<file path="src/rtl/isa_xfer_target.sv">
module isa_xfer_target #(
  parameter bit RESET_LEGACY = 1'b1
) (
  input  logic        clk,
  input  logic        rst_n,
  input  logic        req_valid,
  input  logic [1:0]  req_kind,
  input  logic        op16,
  input  logic [31:0] disp_in,
  input  logic [31:0] reg_in,
  input  logic [63:0] br_in,
  input  logic [31:0] cs_base,
  input  logic [31:0] cs_limit,
  input  logic        priv_viol,
  input  logic        fp_pending,
  input  logic [1:0]  cpl_in,
  output logic [1:0]  cpl_out,
  output logic        out_valid,
  output logic [63:0] new_ip,
  output logic [31:0] eip,
  output logic        mode,
  output logic [1:0]  fault
);
  localparam logic [1:0] K_DIRECT = 2'd0, K_INDIRECT = 2'd1, K_LEGACY = 2'd2;
  localparam logic [1:0] F_NONE = 2'd0, F_FP = 2'd1, F_GP = 2'd2, F_ILL = 2'd3;

  wire [31:0] src_raw = (req_kind == K_DIRECT) ? disp_in : reg_in;
  wire [31:0] src_ext = op16 ? {16'h0, src_raw[15:0]} : src_raw;
  wire [31:0] nat_sum = src_ext + cs_base;
  wire [31:0] nat_tgt = {nat_sum[31:4], 4'h0};
  wire [31:0] leg_ip  = br_in[31:0];
  wire [31:0] leg_eip = leg_ip - cs_base;
  wire        leg_gp  = (leg_eip > cs_limit) || priv_viol;
  wire        to_nat  = (req_kind == K_DIRECT) || (req_kind == K_INDIRECT);
  wire        to_leg  = (req_kind == K_LEGACY);
  wire        unused_hi = ^br_in[63:32];

  assign cpl_out = cpl_in;

  always_ff @(posedge clk) begin
    if (!rst_n) begin
      out_valid <= 1'b0;
      new_ip    <= '0;
      eip       <= '0;
      mode      <= RESET_LEGACY;
      fault     <= F_NONE;
    end else begin
      out_valid <= req_valid;
      if (req_valid) begin
        if (to_nat && mode) begin
          if (fp_pending) begin
            fault <= F_FP;
          end else begin
            new_ip <= {32'h0, nat_tgt};
            mode   <= 1'b0;
            fault  <= F_NONE;
          end
        end else if (to_leg && !mode) begin
          new_ip <= {32'h0, leg_ip};
          eip    <= leg_eip;
          mode   <= 1'b1;
          fault  <= leg_gp ? F_GP : F_NONE;
        end else begin
          fault <= F_ILL;
        end
      end
    end
  end

  assert_upper_zero_R1: assert property (@(posedge clk) disable iff (!rst_n)
    out_valid |-> new_ip[63:32] == 32'h0);
  assert_aligned_R3: assert property (@(posedge clk) disable iff (!rst_n)
    (out_valid && fault == F_NONE && !mode) |-> new_ip[3:0] == 4'h0);
  assert_nullify_keeps_R5: assert property (@(posedge clk) disable iff (!rst_n)
    (req_valid && to_nat && mode && fp_pending) |=> (fault == F_FP && mode && $stable(new_ip) && $stable(eip)));
  assert_eip_rel_R6: assert property (@(posedge clk) disable iff (!rst_n)
    (req_valid && to_leg && !mode) |=> (mode && eip == new_ip[31:0] - $past(cs_base)));
  assert_gp_switches_R7: assert property (@(posedge clk) disable iff (!rst_n)
    (out_valid && fault == F_GP) |-> mode);
  assert_illegal_keeps_R9: assert property (@(posedge clk) disable iff (!rst_n)
    (req_valid && !(to_nat && mode) && !(to_leg && !mode)) |=>
      (fault == F_ILL && $stable(new_ip) && $stable(eip) && $stable(mode)));
  assert_strobe_R10: assert property (@(posedge clk) disable iff (!rst_n)
    !req_valid |=> !out_valid);
endmodule

</file>
<file path="config.mk">
export PLATFORM = sky130hd
export DESIGN_NAME = isa_xfer_target
export DESIGN_NICKNAME = d
export VERILOG_FILES = /design/src/rtl/isa_xfer_target.sv
export SDC_FILE = /design/constraint.sdc
export NUM_CORES = 1
export LEC_CHECK = 0
export ABC_AREA = 1
export CORE_ASPECT_RATIO = 1.5
export CORE_MARGIN = 3
export CORE_UTILIZATION = 35
export DETAILED_ROUTE_END_ITERATION = 6
export PLACE_DENSITY = 0.71
export SYNTH_ARGS = -nofsm -noshare
export SYNTH_HDL_FRONTEND = slang
export SYNTH_SLANG_ARGS = --single-unit
</file>
<file path="constraint.sdc">
create_clock -name clk -period 6.95 [get_ports clk]
set_clock_uncertainty 0.2 [all_clocks]
set_input_delay 2.085 -clock clk [delete_from_list [all_inputs] [get_ports clk]]
set_output_delay 2.085 -clock clk [all_outputs]
set_load 0.02 [all_outputs]
</file>
==> impl_summary.md, run 1 <==
Outcome
The run finished with clean final reports.

Floorplan
The floorplan has 66 rows. The floorplan step set the die width to 129 um. The area of the die is 24600 um^2. In this run the vertical extent of the chip is 190 um. Once the floorplan was initialized, standard cells occupied 36.2% of the core. For this design the top-level I/O count stands at 304. The core area is 22000 um^2.

Synth
The synthesized design contains 0 enable-type register cells. Summed over all instances, the cell type with the most area after synthesis is nand2_1. Yosys mapped the design onto 45 distinct sky130hd cell types. The area of the mapped netlist is 7940 um^2. The portion of synthesized cell area occupied by the leading cell type is 17.5%. Synthesis inferred 68 register bits. The sequential area share after synthesis is 17.1%. Synthesis produced 1321 cells. By count the netlist is led by nand2_1, inv_1, nor2_1, a21oi_1, ha_1. The synthesized area divided by synthesized cell count is 6.01 um^2.

The most common cell in the synthesized netlist is nand2_1. Ranked by total cell area, the synthesized netlist is headed by nand2_1, dfxtp_1, ha_1. The most used flip-flop cell after synthesis is dfxtp_1. The count of synthesis-stage warnings from yosys is 0. The proportion of synthesized flip-flops having asynchronous set or reset is 0%.

Worst setup path
For the worst flop-to-flop path, the logic depth is 10. Along the worst path, the maximum fanout reaches 6. The highest cell delay on the worst timing path is 0.54 ns. The endpoint type of the worst setup path is a flip-flop. The cell depth of the worst setup path is 20. The critical path in this run is classified as input pin to flip-flop. The number of buffers and inverters on the critical path is 3. The worst register-to-register path has a setup slack of 4.47 ns. The launch point of the critical path is cs_base[14].

The worst flop-to-flop path startpoint is mode. The arrival time of the worst setup path is 5.88 ns. STA classifies the critical path startpoint as an input pin. The endpoint required time on the critical path is 6.97 ns. Traced cell by cell, the critical path runs through clkdlybuf4s50_1 -> inv_1 -> ha_1 -> a21oi_1 -> inv_1 -> a21oi_1 -> o21ai_0 -> a31oi_1 -> nand3_1 -> and2_1 -> ha_1 -> nand2_1 -> nor2_1 -> nor3b_1 -> and3_1 -> nand4_1 -> nand2_1 -> nand2_1 -> nand2_1 -> a21oi_1. For this design, the slowest cell found on the critical path is clkdlybuf4s50_1. The cell with the most instances on the worst path is nand2_1. Grouping stages by cell kind, the critical path spends the most delay in simple AND/OR/NAND/NOR gates.

STA
The final critical delay including setup and external delays is 5.86 ns. For the pin with the worst max-slew slack, the measured transition is 0.808 ns. The total count of max-transition violations in the final report was 0. Headroom to the max-slew limit came out at 45.9%. The maximum clock frequency is 0.171 GHz.

The smallest hold slack is 0.247 ns. Setup repair after global routing left no endpoint under its margin. The final hold violation count was 0. The part of the cycle the worst path needs is 84.3%. The sum of negative setup slack is 0 ns. The total of endpoints with negative setup slack in the final report is 0.

Place
Detailed placement finished with a half-perimeter wire length of 25.3 mm. The number of placed instances, taps included, is 1804. The routability congestion estimate is 0.891.

In this run the tool buffered the top-level ports with 235 buffer cells.

Clocking
The total clock buffers created by CTS is 9. In this run, post-CTS hold repair placed 0 buffers. TritonCTS built the clock tree. Clock-pin slew was measured on the worst setup and hold paths at 0.05 ns. The clock sink total is 68. CTS built an H-tree with a depth of 3. CTS placed an instance of clkbuf_16 at the clock tree root. The post-CTS setup buffer count is 0. The maximum clock path buffer count is 2. The number of gates resized after cts is 0. The clock latency reported for the late side of the worst-skew pair is 0.34 ns.

Pwr
The static leakage power is 5.23 nW. The worst-case IR drop observed on VDD is 0.000118 V. Combinational logic is responsible for 47.6% of the overall power. In this run switching power makes up 39.3% of total power. The power density normalized to cell area is 146 nW/um^2. The clock network is responsible for 26.3% of the overall power. Internal power comes to 0.950 mW. The net switching power is 0.615 mW.

The sequential group share of total power is 26.1%.

Global routing
The number of antenna violations at the first check in global routing is 2. Summed over all layers, the global routing overflow is 0. The first global-routing pass estimated 44.5 mm of wire. Entering global routing, the biggest net connects 46 pins. The number of global-route vias before repair is 8925. The global-route usage over all layers is 23.3%.

Cells and area
Compared with the post-synthesis result, the final layout area differs by 34.5%. The share of the core filled with cells is 48.6%. The total number of nets in the final design is 1839. The finished layout holds 1818 standard cells, fillers aside. The fraction of final layout cells with drive strength greater than 1 is 2.72%.

Worst hold path
Along the worst hold path, the cell count comes to 2. The path category of the worst min-delay check is flip-flop to flip-flop. The worst min-delay path startpoint is eip[23].

Run
The number of violations of the max-capacitance limit is 0.

Drt
The routed design has 29.3 mm of wire. The final route contains 9134 vias. Dividing the detail-routed wire length by the instance count gives 16.1 um. The routed via count divided by cell count is 5.02. The number of DRC markers after the initial detailed-route iteration is 477. Before antenna repair, the detailed router went through 5 iterations. The remaining number of nets flagged by the antenna check after routing is 0. After detailed routing, the number of remaining DRC violations is 0.
## cell families (layout without fill, tap and decap cells)
| group | count (synthesis) | count (layout) | synth area share (%) |
|---|---|---|---|
| xor+xnor | 34 | 34 | 3.84 |
| flops | 68 | 68 | 17.1 |
| other cells | 1 | 34 | 0.0472 |
| buf+inv | 226 | 418 | 12.4 |
| compound gates | 261 | 261 | 18.5 |
| simple gates | 637 | 637 | 33.1 |
| fa+ha+maj | 94 | 94 | 14.9 |
## power groups by stage
stage / registers, mW / clock network [mW] / logic (mW)
after floorplan: 0.431 / 0 / 0.472
after global placement: 0.417 / 0 / 0.732
after detailed placement: 0.417 / 0 / 0.740
after CTS: 0.409 / 0.423 / 0.744
after global routing: 0.410 / 0.437 / 0.835
final: 0.409 / 0.412 / 0.744
## tightest hold or removal path, stage by stage (launching register included)
cell     delay (ns)
dfxtp_1        0.30
nand2_1        0.06
nand2_1        0.04
## final cells by class
type                            count  area, um^2
Antenna cell                        2        5.00
Clock buffer                       12         246
Fill cell                        2315       11300
Inverter                          166         623
Multi-Input combinational cell   1058        5710
Sequential cell                    68        1360
Tap cell                          272         340
Timing Repair Buffer              240        2390
## metrics by stage
step                      setup WS [ns]  cell area [um^2]  power [mW]
after floorplan                    2.02              8060       0.904
after global placement            0.675             10400        1.15
after detailed placement          0.678             10400        1.16
after CTS                          1.03             10700        1.58
after global routing              0.588             10700        1.68
final                              1.09             10700        1.56
## cell usage in the layout (no fill, tap or decap), drive strengths merged, types with 32 or more instances in the layout
cell type / count
a21oi: 108
clkdlybuf4s50: 235
conb: 32
dfxtp: 68
ha: 93
inv: 166
nand2: 375
nand3: 71
nor2: 150
o21ai: 104
## sequential cells by signal, indices dropped and copies added (netlist names)
signal	flops
out_valid	1
mode	1
fault	2
eip	32
new_ip	32
## metal layers
metal / GRT usage, % / up-vias / wire length (um)
li1: - / 4673 / -
met1: 25.2 / 4106 / 11200
met2: 43.6 / 284 / 15400
met3: 2.91 / 71 / 1260
met4: 11.4 / 0 / 1380
met5: 0 / - / 0
## path summary, 6_finish.rpt
path | end
worst min register to register | eip[23]
worst min-delay path | eip[23]
worst max-delay path | fault[1]
worst max register to register | new_ip[14]
Power figures use the tool's default switching activity.
==> inputs of run 2 (changes only) <==
clock period = 5.5 ns   (was 6.95 ns; I/O delays follow)
==> impl_summary.md, run 2 (synthesized netlist as in run 1, its figures left out) <==
Cells and area
At the end of the flow, the number of nets in the layout was 1915. The library cells used most frequently in the layout, excluding fill and tap cells, are nand2_1, clkdlybuf4s50_1, inv_1. Relative to the synthesized area, the layout overhead comes to 42.1%.

The share of the core filled with cells is 51.4%. The largest registers in the layout are eip (32), new_ip (32), fault (2). The fraction of final layout cells with drive strength greater than 1 is 7.70%.

After filler insertion, the fill cell instance count of the layout stands at 2289. Leaving out fill and tap cells, the most frequent cell in the layout is nand2_1.

Worst setup path
The endpoint type of the worst setup path is a flip-flop. STA classifies the critical path startpoint as an input pin. The number of buffers and inverters on the critical path is 3. The cell type group with the largest total delay on the critical path is simple AND/OR/NAND/NOR gates. The critical-path maximum fanout is 4. The register-to-register path setup slack is 3.56 ns. The worst register-to-register path begins at mode.

The cell that appears most often on the critical path is nand2_1. Data on the critical path arrives at its endpoint at 5.31 ns. The depth of the most critical reg-to-reg path is 7.

Traced cell by cell, the critical path runs through clkdlybuf4s50_1 -> ha_1 -> inv_1 -> fa_1 -> nand3_1 -> nand2_1 -> nand4_1 -> nand3_1 -> a21oi_1 -> nand2_1 -> and2_1 -> ha_1 -> nand2_1 -> nor2_1 -> nor3b_2 -> buf_4 -> and3_1 -> nand2_1 -> nand2_1 -> nand2_1 -> nand2_1 -> nand2_1 -> a21oi_1. The endpoint required time on the critical path is 5.58 ns. The highest cell delay on the worst timing path is 0.52 ns. The slowest stage of the critical path belongs to the cell clkdlybuf4s50_1. The classification of the worst setup path is input pin to flip-flop.

The terminus of the critical flop-to-flop path is new_ip[13].

Global routing
The maximum number of pins on one net before global-route repair is 45. The number of global-route vias before repair is 9218. The number of antenna violations at the first check in global routing is 1. The first global-routing pass estimated 45.5 mm of wire.

The total overflow left after global routing is 0. Global routing consumed, over all layers together, 23.8% of the routing resources.

Clocking
After clock tree synthesis, the clock-pin slew on the worst setup and hold paths is 0.06 ns. The clock latency reported for the late side of the worst-skew pair is 0.35 ns. The number of levels in the clock H-tree is 3. The tree built by TritonCTS fans out to 68 sinks. The tree is rooted in a clkbuf_16.

In this run, CTS created clock tree buffers numbering 9. The maximum clock path buffer count is 2. TritonCTS built the clock tree.

Pwr
The clock network is responsible for 26.7% of the overall power. The sequential group share of total power is 24.7%. For this design the total switching power over the nets is 0.814 mW. Net switching is 38.9% of the power. Total power for the finished layout comes to 2.09 mW.

Combinational cells account for 48.6% of the total power. For this design the ratio of total power to cell area is 185 nW/um^2. The static leakage power is 5.61 nW. The design internal power is 1.28 mW. The worst-case IR drop observed on VDD is 0.000156 V.

Place
The post-placement setup slack is -0.215 ns. The wire-length estimate of the detail-placed layout is 25.7 mm. The routability congestion estimate is 0.924. During placement, the flow inserted port buffers numbering 235.

Drt
The number of DRC markers after the initial detailed-route iteration is 465. The remaining routing DRC violations is 0. The first detailed-routing pass took 5 iterations. The average wire per cell in the routed design is 15.7 um. The detail route stage leaves a number of antenna-violating nets equal to 0. The routed via count divided by cell count is 4.89. For this block, the via count after detailed routing is 9266. The routed wire length is 29.8 mm.

Floorplan
In this run the core area contains 66 standard-cell rows. The floorplan step set the die height to 190 um. The effective utilization at floorplan is 36.2%. Pin placement for this block handled 304 I/O pins. The area of the die is 24600 um^2. The die width is 129 um. The core area is 22000 um^2.

Worst hold path
The worst hold path belongs to the class flip-flop to flip-flop. The end point of the most critical hold path is new_ip[23]. In this run the most critical hold path is launched from new_ip[23]. The worst hold path cell count is 2.

STA
The final hold violation count was 0. Based on the critical path, the design can be clocked at up to 0.191 GHz. The total count of max-transition violations in the final report was 0. The worst relative slew slack is 59.9%. The transition time at the pin with the least slew margin is 0.600 ns. The final critical delay including setup and external delays is 5.23 ns. The final worst-path setup slack is 0.268 ns. The part of the cycle the worst path needs is 95.1%. The sum of negative setup slack is 0 ns.

The total of endpoints with negative setup slack in the final report is 0.

Run
Max-cap violations in this run came to 0.

Outcome
The run finished with clean final reports.
## run 2: cell types whose count changed in the layout (fill, tap and decap cells not counted), moves of 2 or more
cell	delta
a21oi_1	-2
clkinv_2	+2
a21oi_2	+2
buf_4	+76
## run 2: final cells by class
cell class	count	area (um^2)	area share, %
Antenna cell	1	2.50	0.0222
Timing Repair Buffer	316	2960	26.2
Clock inverter	2	10.0	0.0887
Multi-Input combinational cell	1058	5730	50.8
Clock buffer	13	260	2.31
Sequential cell	68	1360	12.1
Tap cell	272	340	3.01
Inverter	166	623	5.52
## run 2: how the worst max path moves through the flow
| stage | endpoint | slack (ns) | start | cells after the start |
|---|---|---|---|---|
| 3_5_place_dp | fault[1] | -0.22 | cs_base[14] | 22 |
| 6_report | fault[1] | 0.27 | cs_base[0] | 23 |
| 4_1_cts | fault[1] | 0.15 | cs_base[2] | 24 |
| 3_3_place_gp | fault[1] | -0.19 | cs_base[2] | 23 |
| 2_1_floorplan | fault[1] | 1.01 | br_in[0] | 23 |
| 5_1_grt | fault[1] | -0.005 | cs_base[14] | 22 |
## run 2: power by group through the flow
stage / registers, mW / logic [mW] / clock network (mW)
after floorplan: 0.545 / 0.597 / 0
after global routing: 0.518 / 1.14 / 0.586
after detailed placement: 0.527 / 1.01 / 0
after CTS: 0.517 / 1.01 / 0.570
final: 0.517 / 1.02 / 0.559
after global placement: 0.527 / 0.997 / 0
## run 2: what timing repair did
item                                    4_1_cts  5_1_grt
setup buffers                                 0        1
endpoints found under the setup margin        0        1
hold buffers                                  0        0
gates resized for setup                       0        5
## run 2: per-stage QoR
stage	hold WS (ns)	instances	instance area [um^2]
6_report	0.249	1896	11300
5_1_grt	0.269	1896	11300
4_1_cts	0.252	1894	11300
3_5_place_dp	0.238	1879	11000
3_3_place_gp	0.236	1879	11000
2_1_floorplan	0.327	1352	8060
## run 2: metal layers
layer	track usage (%)	share of wire, %	wire, um	vias up
li1	-	-	-	4837
met4	10.1	3.7	1110	0
met5	0	0	0	-
met1	25.7	39	11700	4124
met2	45.8	53	15800	252
met3	2.41	3.7	1100	53
## run 2: worst register-to-register path, stage by stage (launching register included)
cell	delay, ns
dfxtp_1	0.33
inv_1	0.11
nor2_4	0.04
inv_2	0.24
nor3_4	0.08
nor3_4	0.32
buf_4	0.37
a22o_1	0.19
